### config.mk
export PLATFORM = sky130hd
export DESIGN_NAME = clkctl_regs
export DESIGN_NICKNAME = d
export VERILOG_FILES = /design/src/rtl/clkctl_pkg.sv /design/src/rtl/clkctl_strap_decode.sv /design/src/rtl/clkctl_wreg.sv /design/src/rtl/clkctl_regfile.sv /design/src/rtl/clkctl_ratio.sv /design/src/rtl/clkctl_regs.sv
export SDC_FILE = /design/constraint.sdc
export NUM_CORES = 1
export LEC_CHECK = 0
export ABC_AREA = 1
export BUFFER_PORTS_ARGS = -buffer_cell sky130_fd_sc_hd__buf_4
export CORE_MARGIN = 2
export CORE_UTILIZATION = 50
export DETAILED_ROUTE_END_ITERATION = 7
export PLACE_DENSITY = 0.8
export SKIP_LAST_GASP = 1
export SLEW_MARGIN = 20
export SYNTH_ARGS = -nofsm -noshare
export SYNTH_HDL_FRONTEND = slang
export SYNTH_SLANG_ARGS = --single-unit
### constraint.sdc
create_clock -name clk -period 4.3 [get_ports clk]
set_input_delay 0 -clock clk [delete_from_list [all_inputs] [get_ports clk]]
set_output_delay 0 -clock clk [all_outputs]
set_load 0.02 [all_outputs]
### src/rtl/clkctl_pkg.sv
package clkctl_pkg;
  localparam int unsigned DW  = 32;
  localparam int unsigned AW  = 3;
  localparam int unsigned NWR = 5;

  localparam int unsigned BUS_W  = 3;
  localparam int unsigned FB_W   = 5;
  localparam int unsigned FWD_W  = 4;
  localparam int unsigned PER_W  = 3;
  localparam int unsigned EXT_W  = 3;
  localparam int unsigned UART_W = 6;
  localparam int unsigned MULT_W = 10;

  typedef enum logic [AW-1:0] {
    SEL_MODE  = 3'd0,
    SEL_CTL0  = 3'd1,
    SEL_CTL1  = 3'd2,
    SEL_STRAP = 3'd3,
    SEL_ID    = 3'd4,
    SEL_ENA   = 3'd5,
    SEL_FRC   = 3'd6,
    SEL_STAT  = 3'd7
  } reg_sel_e;

  // writable register slots inside the register file
  localparam int unsigned W_MODE = 0;
  localparam int unsigned W_CTL0 = 1;
  localparam int unsigned W_CTL1 = 2;
  localparam int unsigned W_ENA  = 3;
  localparam int unsigned W_FRC  = 4;

  localparam logic [DW-1:0] MODE_MASK = 32'hFFF7_7C3F;
  localparam logic [DW-1:0] CTL0_MASK = 32'h0FFF_FFFE;
  localparam logic [DW-1:0] CTL1_MASK = 32'h0080_0000;
  localparam logic [DW-1:0] EF_MASK   = 32'hBFFC_0000;
  localparam logic [DW-1:0] STAT_MASK = 32'hFFFF_0000;

  localparam logic [DW-1:0] CTL0_RST  = 32'h0000_003C;
  localparam logic [DW-1:0] CTL1_RST  = 32'h2B0D_8800;
  localparam logic [DW-1:0] ID_VALUE  = 32'h4205_1049;

  typedef struct packed {
    logic              pll_on;
    logic [BUS_W-1:0]  bus;
    logic [FB_W-1:0]   fb;
    logic [FWD_W-1:0]  fwd;
    logic [PER_W-1:0]  per;
    logic [EXT_W-1:0]  ext;
    logic [UART_W-1:0] uart;
    logic [MULT_W-1:0] mult;
  } ratio_t;
endpackage

### src/rtl/clkctl_strap_decode.sv
module clkctl_strap_decode
  import clkctl_pkg::*;
(
  input  logic [DW-1:0] strap,
  output logic [DW-1:0] mode_rst
);
  logic unused_strap;
  assign unused_strap = ^{strap[20:19], strap[16:0]};

  always_comb begin
    mode_rst = '0;
    // PLL enable and forward divider select
    unique case (strap[31:30])
      2'd1: begin mode_rst[31] = 1'b1; mode_rst[18:16] = 3'd5; end
      2'd2: begin mode_rst[31] = 1'b1; mode_rst[18:16] = 3'd4; end
      2'd3: begin mode_rst[31] = 1'b1; mode_rst[18:16] = 3'd2; end
      default: ;
    endcase
    // feedback field: strap code plus one
    mode_rst[23:20] = {2'b00, strap[29:28]} + 4'd1;
    // tuning code
    unique case (strap[27:25])
      3'd2:    mode_rst[5:0] = 6'h13;
      3'd4:    mode_rst[5:0] = 6'h15;
      3'd5:    mode_rst[5:0] = 6'h16;
      default: ;
    endcase
    // direct copies
    mode_rst[27:26] = strap[24:23];
    mode_rst[11:10] = strap[22:21];
    mode_rst[25:24] = strap[18:17];
  end
endmodule

### src/rtl/clkctl_wreg.sv
module clkctl_wreg #(
  parameter int unsigned    DW   = 32,
  parameter logic [DW-1:0]  MASK = '1
) (
  input  logic          clk,
  input  logic          rst_n,
  input  logic [DW-1:0] rst_val,
  input  logic          we,
  input  logic [DW-1:0] wdata,
  output logic [DW-1:0] q
);
  always_ff @(posedge clk) begin
    if (!rst_n)  q <= rst_val;
    else if (we) q <= wdata & MASK;
  end
endmodule

### src/rtl/clkctl_regfile.sv
module clkctl_regfile
  import clkctl_pkg::*;
(
  input  logic          clk,
  input  logic          rst_n,
  input  logic [DW-1:0] strap_in,
  input  logic [DW-1:0] mode_rst,
  input  logic          acc_wr,
  input  logic [AW-1:0] acc_addr,
  input  logic [DW-1:0] acc_wdata,
  output logic [DW-1:0] acc_rdata,
  output logic [DW-1:0] mode_q,
  output logic [DW-1:0] ctl0_q,
  output logic [DW-1:0] ctl1_q,
  output logic [DW-1:0] ena_q,
  output logic [DW-1:0] frc_q,
  output logic [DW-1:0] strap_q
);
  localparam logic [NWR-1:0][DW-1:0] WMASK =
    {EF_MASK, EF_MASK, CTL1_MASK, CTL0_MASK, MODE_MASK};

  logic [NWR-1:0][DW-1:0] rst_vals;
  logic [NWR-1:0][DW-1:0] regs;
  logic [NWR-1:0]         hit;
  logic [DW-1:0]          status;

  assign rst_vals = {{DW{1'b0}}, {DW{1'b0}}, CTL1_RST, CTL0_RST, mode_rst};

  always_comb begin
    hit = '0;
    unique case (reg_sel_e'(acc_addr))
      SEL_MODE: hit[W_MODE] = 1'b1;
      SEL_CTL0: hit[W_CTL0] = 1'b1;
      SEL_CTL1: hit[W_CTL1] = 1'b1;
      SEL_ENA:  hit[W_ENA]  = 1'b1;
      SEL_FRC:  hit[W_FRC]  = 1'b1;
      default:  ;
    endcase
  end

  for (genvar g = 0; g < NWR; g++) begin : g_wreg
    clkctl_wreg #(.DW(DW), .MASK(WMASK[g])) u_reg (
      .clk     (clk),
      .rst_n   (rst_n),
      .rst_val (rst_vals[g]),
      .we      (acc_wr && hit[g]),
      .wdata   (acc_wdata),
      .q       (regs[g])
    );
  end

  always_ff @(posedge clk) begin
    if (!rst_n) strap_q <= strap_in;
  end

  assign mode_q = regs[W_MODE];
  assign ctl0_q = regs[W_CTL0];
  assign ctl1_q = regs[W_CTL1];
  assign ena_q  = regs[W_ENA];
  assign frc_q  = regs[W_FRC];
  assign status = ~(ena_q | frc_q) & STAT_MASK;

  always_comb begin
    unique case (reg_sel_e'(acc_addr))
      SEL_MODE:  acc_rdata = mode_q;
      SEL_CTL0:  acc_rdata = ctl0_q;
      SEL_CTL1:  acc_rdata = ctl1_q;
      SEL_STRAP: acc_rdata = strap_q;
      SEL_ID:    acc_rdata = ID_VALUE;
      SEL_ENA:   acc_rdata = ena_q;
      SEL_FRC:   acc_rdata = frc_q;
      default:   acc_rdata = status;
    endcase
  end
endmodule

### src/rtl/clkctl_ratio.sv
module clkctl_ratio
  import clkctl_pkg::*;
(
  input  logic [DW-1:0] mode,
  input  logic [DW-1:0] ctl0,
  output ratio_t        ratio
);
  logic [3:0] fb_m1;
  logic unused_bits;
  assign unused_bits = ^{mode[30:28], mode[19], mode[15:12], mode[9:0],
                         ctl0[31:6], ctl0[0]};

  assign fb_m1 = mode[23:20] - 4'd1;

  always_comb begin
    ratio.pll_on = mode[31];
    ratio.bus    = {1'b0, mode[27:26]} + 3'd1;
    ratio.fb     = {1'b0, fb_m1} + 5'd1;
    ratio.fwd    = 4'd8 - {1'b0, mode[18:16]};
    ratio.per    = {1'b0, mode[11:10]} + 3'd1;
    ratio.ext    = {1'b0, mode[25:24]} + 3'd2;
    ratio.uart   = {1'b0, ctl0[5:1]} + 6'd1;
    if (mode[31])
      ratio.mult = MULT_W'(ratio.bus) * MULT_W'(ratio.fb) * MULT_W'(ratio.fwd);
    else
      ratio.mult = MULT_W'(ratio.bus);
  end
endmodule

### src/rtl/clkctl_regs.sv
module clkctl_regs
  import clkctl_pkg::*;
(
  input  logic              clk,
  input  logic              rst_n,
  input  logic [DW-1:0]     strap_in,
  input  logic              acc_wr,
  input  logic [AW-1:0]     acc_addr,
  input  logic [DW-1:0]     acc_wdata,
  output logic [DW-1:0]     acc_rdata,
  output logic              pll_on,
  output logic [BUS_W-1:0]  bus_div,
  output logic [FB_W-1:0]   fb_div,
  output logic [FWD_W-1:0]  fwd_div,
  output logic [PER_W-1:0]  periph_div,
  output logic [EXT_W-1:0]  ext_div,
  output logic [UART_W-1:0] uart_div,
  output logic [MULT_W-1:0] pll_mult
);
  logic [DW-1:0] mode_rst, mode_q, ctl0_q, ctl1_q, ena_q, frc_q, strap_q;
  ratio_t        ratio;

  clkctl_strap_decode u_dec (.strap(strap_in), .mode_rst(mode_rst));

  clkctl_regfile u_rf (
    .clk       (clk),
    .rst_n     (rst_n),
    .strap_in  (strap_in),
    .mode_rst  (mode_rst),
    .acc_wr    (acc_wr),
    .acc_addr  (acc_addr),
    .acc_wdata (acc_wdata),
    .acc_rdata (acc_rdata),
    .mode_q    (mode_q),
    .ctl0_q    (ctl0_q),
    .ctl1_q    (ctl1_q),
    .ena_q     (ena_q),
    .frc_q     (frc_q),
    .strap_q   (strap_q)
  );

  clkctl_ratio u_ratio (.mode(mode_q), .ctl0(ctl0_q), .ratio(ratio));

  assign pll_on     = ratio.pll_on;
  assign bus_div    = ratio.bus;
  assign fb_div     = ratio.fb;
  assign fwd_div    = ratio.fwd;
  assign periph_div = ratio.per;
  assign ext_div    = ratio.ext;
  assign uart_div   = ratio.uart;
  assign pll_mult   = ratio.mult;
endmodule

==> qor.yml, run 1 <==
outcome: "finished with violations"
violations: "setup timing"
die_x_um: 118
syn_nets: 894
startpoint_type: "register"
std_cell_rows: 41
nets: 1135
power_density_mw_per_mm2: 462
hold_path.class: "primary input to register"
synthFlopType: "dfxtp_1"
clock.fmax_mhz: 188
grtUsageTotal_pct: 29.5
placed_area_mm2: 0.00791
slew_viol_final: 0
grt_pass1_wl_um: 32500
arrival_ns: 5.32
cts-root-buf: "clkbuf_16"
drt-total-wl_um: 21200
syn2layout_area_growth_pct: 46.6
cts_tree: "done"
netlist_area_mm2: 0.00649
routabilityCongestion: 0.851
drc: 0
grt_pass1_vias: 6692
rsz0062_at_grt: "yes"
viasPerCell: 5.50
postRouteAntennaNets: 0
dp_hpwl_um: 12500
cts_buffers: 17
finalCritPeriodShare_pct: 124
path_class: "register to output port"
antennaDiodeCount: 0
ioPinCount: 137
core_mm2: 0.0127
yosysMostFrequentCell: "inv_1"
cp_max_fo: 4
timing.hold.ws_ns: 0.125
cp.required_ns: 4.30
wl_per_cell_um: 17.6
final_area_mm2: 0.00951
fin_ws_ns: -1.02
ir_drop_uv: 302
synthDistinctLibCells: 40
clockBufferDepth: 2
final.setup_skew_ns: 0
worst_pin_slew_ns: 0.978
synth_edf_count: 52
synth_top_cells_by_count: "119 x inv_1, 117 x nand2_1, 80 x nor2_1"
end_kind: "output port"
place_ws_ns: -0.502
synth_area_per_cell_um2: 8.32
clkTransAtPathRegs_ns: 0.05
clk_latency_ns: 0.41
cap_viol_max_count: 0
async_flop_share_pct: 0
ys_seq_elements: 113
dr.first_iter.drc_count: 595
htreeDepth: 4
final-setup-viol-count: 7
ys_warn_count: 0
synthCells: 780
reg2reg_slack_ns: 3.51
drt_first_pass_iters: 6
dieHeight_um: 118
seq_area_frac_synth_pct: 42.9
final.fill_count: 834
netlist.area_leader.share_pct: 24.1
post-place-cells: 1087
antenna_found_initial: 0
grt_max_degree: 84
vias: 6639
die-area_mm2: 0.0139
synth_top_cell_by_area: "edfxtp_1"
slew_headroom_pct: 34.7
drive_gt1_share_pct: 30.6
final_cell_count_no_fill: 1206
place.port_buffers: 136
period_needed_ns: 5.32
cts_sinks: 113
grt-ovfl-total: 0
p_leak_nw: 4.29
synth_area_leaders: "edfxtp_1 24%, dfxtp_1 19%, inv_1 6.9%"
start_util_pct: 51.2
hold_viol_final: 0
==> cell usage in the layout, fill, tap and decap left out, types with 4 or more instances in the layout <==
cell type | synthesis | routed
buf_4 | 8 | 189
nand2_1 | 117 | 104
inv_1 | 119 | 101
nor2_1 | 80 | 68
o21ai_0 | 68 | 65
dlygate4sd3_1 | 0 | 65
dfxtp_1 | 61 | 61
a21oi_1 | 62 | 54
edfxtp_1 | 52 | 52
nand3_1 | 44 | 41
inv_2 | 8 | 25
ha_1 | 28 | 19
clkbuf_16 | 0 | 18
o211ai_1 | 16 | 16
nand2_2 | 3 | 16
fa_1 | 16 | 14
o22ai_1 | 11 | 11
nor2_2 | 1 | 10
nor3_1 | 10 | 8
ha_4 | 0 | 8
o2111ai_1 | 7 | 7
a21oi_2 | 0 | 6
nor2_4 | 3 | 6
nand4_1 | 5 | 5
xor2_1 | 6 | 5
o311ai_1 | 5 | 5
clkinv_2 | 0 | 4
buf_6 | 8 | 4
==> critical path: stages (launching register included) <==
cell and delay, ns:
edfxtp_1 0.45, inv_2 0.15, ha_4 0.17, xnor2_4 0.14
nor2_2 0.07, inv_2 0.07, nand2_2 0.05, inv_2 0.09
nand2_2 0.06, fa_1 0.42, inv_1 0.07, ha_2 0.17
inv_2 0.04, fa_2 0.61, nor2_4 0.05, fa_1 0.55
inv_2 0.04, fa_1 0.51, inv_2 0.05, ha_4 0.26
a21oi_4 0.15, nand2_2 0.09, nand2_2 0.08, nand2_2 0.07
a21oi_4 0.16, o21ai_2 0.08, a21oi_2 0.11, buf_4 0.14
==> stage by stage <==
step	setup TNS (ns)	total power, mW	util [%]
finish	-5.48	4.39	75.1
global route	-6.84	4.56	75.1
CTS	-4.23	4.20	74.0
detailed placement	-2.02	2.60	62.4
global placement	-1.36	2.56	62.4
floorplan	-1.44	2.10	-
==> sequential cells by signal (all words and copies together) (netlist names) <==
name / count
u_rf.g_wreg.u_reg.q: 81
u_rf.strap_q: 32
==> layer usage <==
metal  vias up  part of all wire (%)  GRT usage [%]
li1       3079                     -              -
met1      3096                    36           32.9
met2       374                    51           52.2
met3        90                   7.8           6.59
met4         0                   4.4           15.8
met5         -                     0              0
==> final cells by class <==
class | instances | area (µm²) | share of cell area (%)
multi-input combinational | 504 | 3300 | 34.7
tap | 172 | 215 | 2.26
sequential | 113 | 2780 | 29.3
timing repair buffer | 258 | 2110 | 22.2
clock buffer | 23 | 499 | 5.25
inverter | 127 | 477 | 5.01
clock inverter | 9 | 126 | 1.33
==> power by group <==
part	switching, mW	leakage (nW)	internal [mW]
Clock	0.491	0.308	0.988
Sequential	0.0363	1.00	1.19
Combinational	0.888	2.97	0.797
==> worst paths after layout <==
kind	startpoint	to	depth (start not counted)
max	u_rf.g_wreg[0].u_reg.q[20]	pll_mult[7]	27
max reg2reg	u_rf.g_wreg[1].u_reg.q[7]	u_rf.g_wreg[1].u_reg.q[7]	2
min	acc_addr[1]	u_rf.g_wreg[2].u_reg.q[27]	4
min reg2reg	u_rf.g_wreg[0].u_reg.q[28]	u_rf.g_wreg[0].u_reg.q[28]	2
==> cell families after synthesis <==
group                      after synthesis  synth area share (%)
buffers and inverters                  163                  11.0
DFF                                    113                  42.9
adders and majority gates               44                  10.3
and+or+nand+nor                        268                  17.9
AOI/OAI and AO/OA                      182                  16.3
xor gates and xnor gates                10                  1.47
==> timing repair <==
action / 4_1_cts / 5_1_grt
resized for setup: 20 / 30
cloned: 0 / 0
endpoints found under the hold margin: 109 / 0
buffers inserted: 16 / 7
endpoints found under the setup margin: 7 / 7
hold buffers: 65 / 0
pin swaps: 24 / 28
No activity file was read; power rests on OpenSTA's default activity.
==> inputs of run 2 (changes only) <==
ABC_AREA = default   (was 1)
==> run 2 against run 1 <==
The run still ends with setup timing left. Clock-buffer cell count fell by 2. Worst hold slack lost 0.041 ns. Area after synthesis grew 4.8%. First-iteration DRC count rose by 17%. Global-route usage rose by 1.8 points. Critical path type unchanged. Largest cell class unchanged.
==> qor.yml, run 2 <==
dr.first_iter.drc_count: 696  # +17%
met3_usage_pct: 5.24  # -1.4 points
vias: 6846  # +3.1%
place.port_buffers: 136  # unchanged
r2r_cells: 3  # +1
switchingPower_mw: 1.38  # -2.7%
cp.required_ns: 4.30  # about the same
netlist.area_leader.share_pct: 23.0  # -1.1 points
ir_drop_uv: 302  # +0.15%
regMostFlops: "u_rf.g_wreg.u_reg.q"
period_needed_ns: 5.69  # +0.373 ns
final_util_pct: 74.1  # -0.94 points
r2r-start: "u_rf.g_wreg[1].u_reg.q[4]"
rsz0062_at_grt: "yes"
antenna_found_initial: 0  # unchanged
worstHoldStart: "acc_wr"
synthFlopType: "dfxtp_1"
setup_total_negative_slack_ns: -6.34  # -0.862 ns
fin_ws_ns: -1.39  # -0.373 ns
cts_sinks: 113  # unchanged
clk_latency_ns: 0.41  # about the same
outcome: "finished with violations"
synth_area_per_cell_um2: 8.83  # +6.2%
drt-total-wl_um: 22400  # +5.6%
die_x_um: 121  # +2.3%
start_util_pct: 51.4  # +0.15 points
largest_reg_flops: 81  # unchanged
power_density_mw_per_mm2: 441  # -4.5%
hold_depth: 4  # unchanged
final-setup-viol-count: 7  # unchanged
intPower_mw: 2.96  # -0.77%
synth_top_cells_by_count: "163 x nand2_1, 83 x a21oi_1, 62 x nor2_1"
seq_power_share_pct: 28.2  # +0.2 points
startpoint_type: "register"
cts_tree: "done"
syn2layout_area_growth_pct: 44.3
clkTransAtPathRegs_ns: 0.05  # about the same
htreeDepth: 4  # unchanged
routabilityCongestion: 0.896  # +5.3%
finalCritPeriodShare_pct: 132  # +8.7 points
cap_viol_max_count: 0  # unchanged
synth_edf_count: 52  # unchanged
clockBufferDepth: 2  # unchanged
clock.fmax_mhz: 176  # -6.5%
final_common_cell: "buf_4"
met1_usage_pct: 39.2  # +6.3 points
async_flop_share_pct: 0  # unchanged
final.setup_skew_ns: 0  # unchanged
hold_end: "u_rf.g_wreg[2].u_reg.q[23]"
core_mm2: 0.0132  # +4.5%
drive_gt1_share_pct: 28.8  # -1.8 points
hold_viol_final: 0  # unchanged
synthDistinctLibCells: 57  # +43%
arrival_ns: 5.69  # +0.37 ns
antennaDiodeCount: 0  # unchanged
drc: 0  # unchanged
p_leak_nw: 4.12  # -3.8%
ys_warn_count: 0  # unchanged
multi_input_area_mm2: 0.00390  # +18%
nets: 1113  # -1.9%
seq_area_frac_synth_pct: 40.9  # -2.0 points
grt_pass1_vias: 6819  # +1.9%
p_comb_share_pct: 38.1  # -0.2 points
viasPerCell: 5.76  # +4.7%
drt_first_pass_iters: 8  # +2
hold_path.class: "primary input to register"
grt-ovfl-total: 0  # unchanged
largest_registers: "u_rf.g_wreg.u_reg.q: 81 flops, u_rf.strap_q: 32 flops"
final.fill_count: 888  # +6.5%
power_frac_clock_pct: 33.7  # about the same
std_cell_rows: 42  # +2.4%
slew_viol_final: 0  # unchanged
worst_pin_slew_ns: 1.05  # +0.0696 ns
ys_seq_elements: 113  # unchanged
placed_area_mm2: 0.00833  # +5.4%
dp_hpwl_um: 13200  # +5.3%
cp_max_fo: 3  # -1
grtUsageTotal_pct: 31.3  # +1.8 points
yosysMostFrequentCell: "nand2_1"
switching_share_pct: 31.8  # -0.42 points
end_kind: "output port"
final_area_mm2: 0.00982  # +3.2%
cts_buffers: 17  # unchanged
ioPinCount: 137  # unchanged
wl_per_cell_um: 18.8  # +7.2%
synth_area_leaders: "edfxtp_1 23%, dfxtp_1 18%, nand2_1 9.0%"
path_class: "register to output port"
reg2reg_slack_ns: 3.04  # -0.47 ns
grt_max_degree: 59  # -30%
busiest_layer: "met2"
grt_pass1_wl_um: 35500  # +9.2%
place_ws_ns: -0.994  # -0.492 ns
synth_top_cell_by_area: "edfxtp_1"
postRouteAntennaNets: 0  # unchanged
cts-root-buf: "clkbuf_16"
dieHeight_um: 121  # +2.3%
violations: "setup timing"
netlist_area_mm2: 0.00680  # +4.8%
die-area_mm2: 0.0146  # +4.6%
met2_usage_pct: 53.3  # +1.1 points
regToRegEndpoint: "u_rf.g_wreg[1].u_reg.q[4]"
final_cell_mix: "184 x buf_4, 162 x nand2_1, 80 x a21oi_1, 69 x dlygate4sd3_1, 61 x dfxtp_1"
ff_latch_area_mm2: 0.00278  # unchanged
synthCells: 770  # -1.3%
slew_headroom_pct: 30.0  # -4.6 points
syn_nets: 884  # -1.1%
-- run 2: cell count changes after synthesis, sizes merged, moves of 12 or more --
| cell | previous run | this run |
|---|---|---|
| nor2b | 0 | 12 |
| nand2 | 122 | 163 |
| mux2 | 0 | 15 |
| o2bb2ai | 0 | 14 |
| clkbuf | 6 | 26 |
| a21oi | 62 | 83 |
| nand3 | 44 | 16 |
| o21ai | 69 | 23 |
| o211ai | 16 | 2 |
| mux2i | 0 | 23 |
| nor2 | 85 | 62 |
| inv | 127 | 44 |
| and2 | 0 | 15 |
-- run 2: what timing repair did --
action,CTS,global route
setup endpoints to repair,7,7
hold endpoints to repair,111,0
gates resized for setup,11,14
pin swaps,12,14
setup buffers,7,4
hold buffers,69,0
-- run 2: cell type report --
cell class / instances / area share (%)
Tap cell: 176 / 2.24
Inverter: 45 / 1.84
Clock inverter: 11 / 1.68
Sequential cell: 113 / 28.3
Timing Repair Buffer: 258 / 21.7
Multi-Input combinational cell: 564 / 39.7
Clock buffer: 21 / 4.49
-- run 2: metal layers --
metal  vias up  routed length (µm)
met1      3295                8710
met3        74                1690
li1       3093                   -
met2       384               11200
met4         0                 737
met5         -                   0
-- run 2: per-stage QoR --
step / hold slack, ns / std cells / total power, mW
CTS: 0.0751 / 1186 / 4.25
floorplan: 0.0989 / 770 / 2.17
finish: 0.0839 / 1188 / 4.33
global placement: 0.178 / 1078 / 2.63
global route: 0.0771 / 1188 / 4.53
detailed placement: 0.179 / 1078 / 2.66
-- run 2: power by group through the flow --
stage / sequential [mW] / clock (mW) / combinational, mW
after floorplan: 1.23 / 0 / 0.937
after global placement: 1.24 / 0 / 1.39
after detailed placement: 1.24 / 0 / 1.42
after CTS: 1.22 / 1.45 / 1.58
after global routing: 1.23 / 1.51 / 1.79
final: 1.22 / 1.46 / 1.65
-- run 2: cells by family (layout without fill, tap and decap cells) --
kind of cell | count (synthesis) | in the layout | share of synthesized area (%)
DFF | 113 | 113 | 40.9
xor gates and xnor gates | 19 | 19 | 2.56
AOI/OAI and AO/OA | 157 | 157 | 13.9
muxes | 43 | 43 | 7.58
adders and majority gates | 44 | 44 | 9.86
buffers and inverters | 93 | 335 | 5.96
and+or+nand+nor | 301 | 301 | 19.2
-- run 2: worst max-delay path by stage --
stage | startpoint | endpoint | slack, ns | cells after the start
after floorplan | u_rf.g_wreg[0].u_reg.q[20] | pll_mult[9] | -1.03 | 25
after global placement | u_rf.g_wreg[0].u_reg.q[21] | pll_mult[9] | -0.87 | 26
after detailed placement | u_rf.g_wreg[0].u_reg.q[21] | pll_mult[9] | -0.99 | 26
after CTS | u_rf.g_wreg[0].u_reg.q[20] | pll_mult[9] | -1.32 | 26
after global routing | u_rf.g_wreg[0].u_reg.q[20] | pll_mult[9] | -1.66 | 26
final | u_rf.g_wreg[0].u_reg.q[21] | pll_mult[9] | -1.39 | 25
-- run 2: worst max-delay path, stage by stage (launching register included) --
cell	delay, ns
edfxtp_1	0.42
inv_2	0.13
ha_4	0.18
xnor2_2	0.12
mux2i_1	0.09
nor2_1	0.18
xor2_2	0.21
nand2_1	0.09
fa_1	0.49
fa_2	0.37
nand2b_4	0.15
o2bb2ai_4	0.14
xnor2_2	0.15
and2_1	0.17
fa_1	0.50
inv_1	0.06
fa_1	0.51
inv_2	0.05
ha_4	0.23
o21ai_1	0.12
nor2_1	0.08
a2bb2oi_1	0.14
or3_1	0.31
a21oi_1	0.13
nand3b_1	0.12
buf_6	0.12
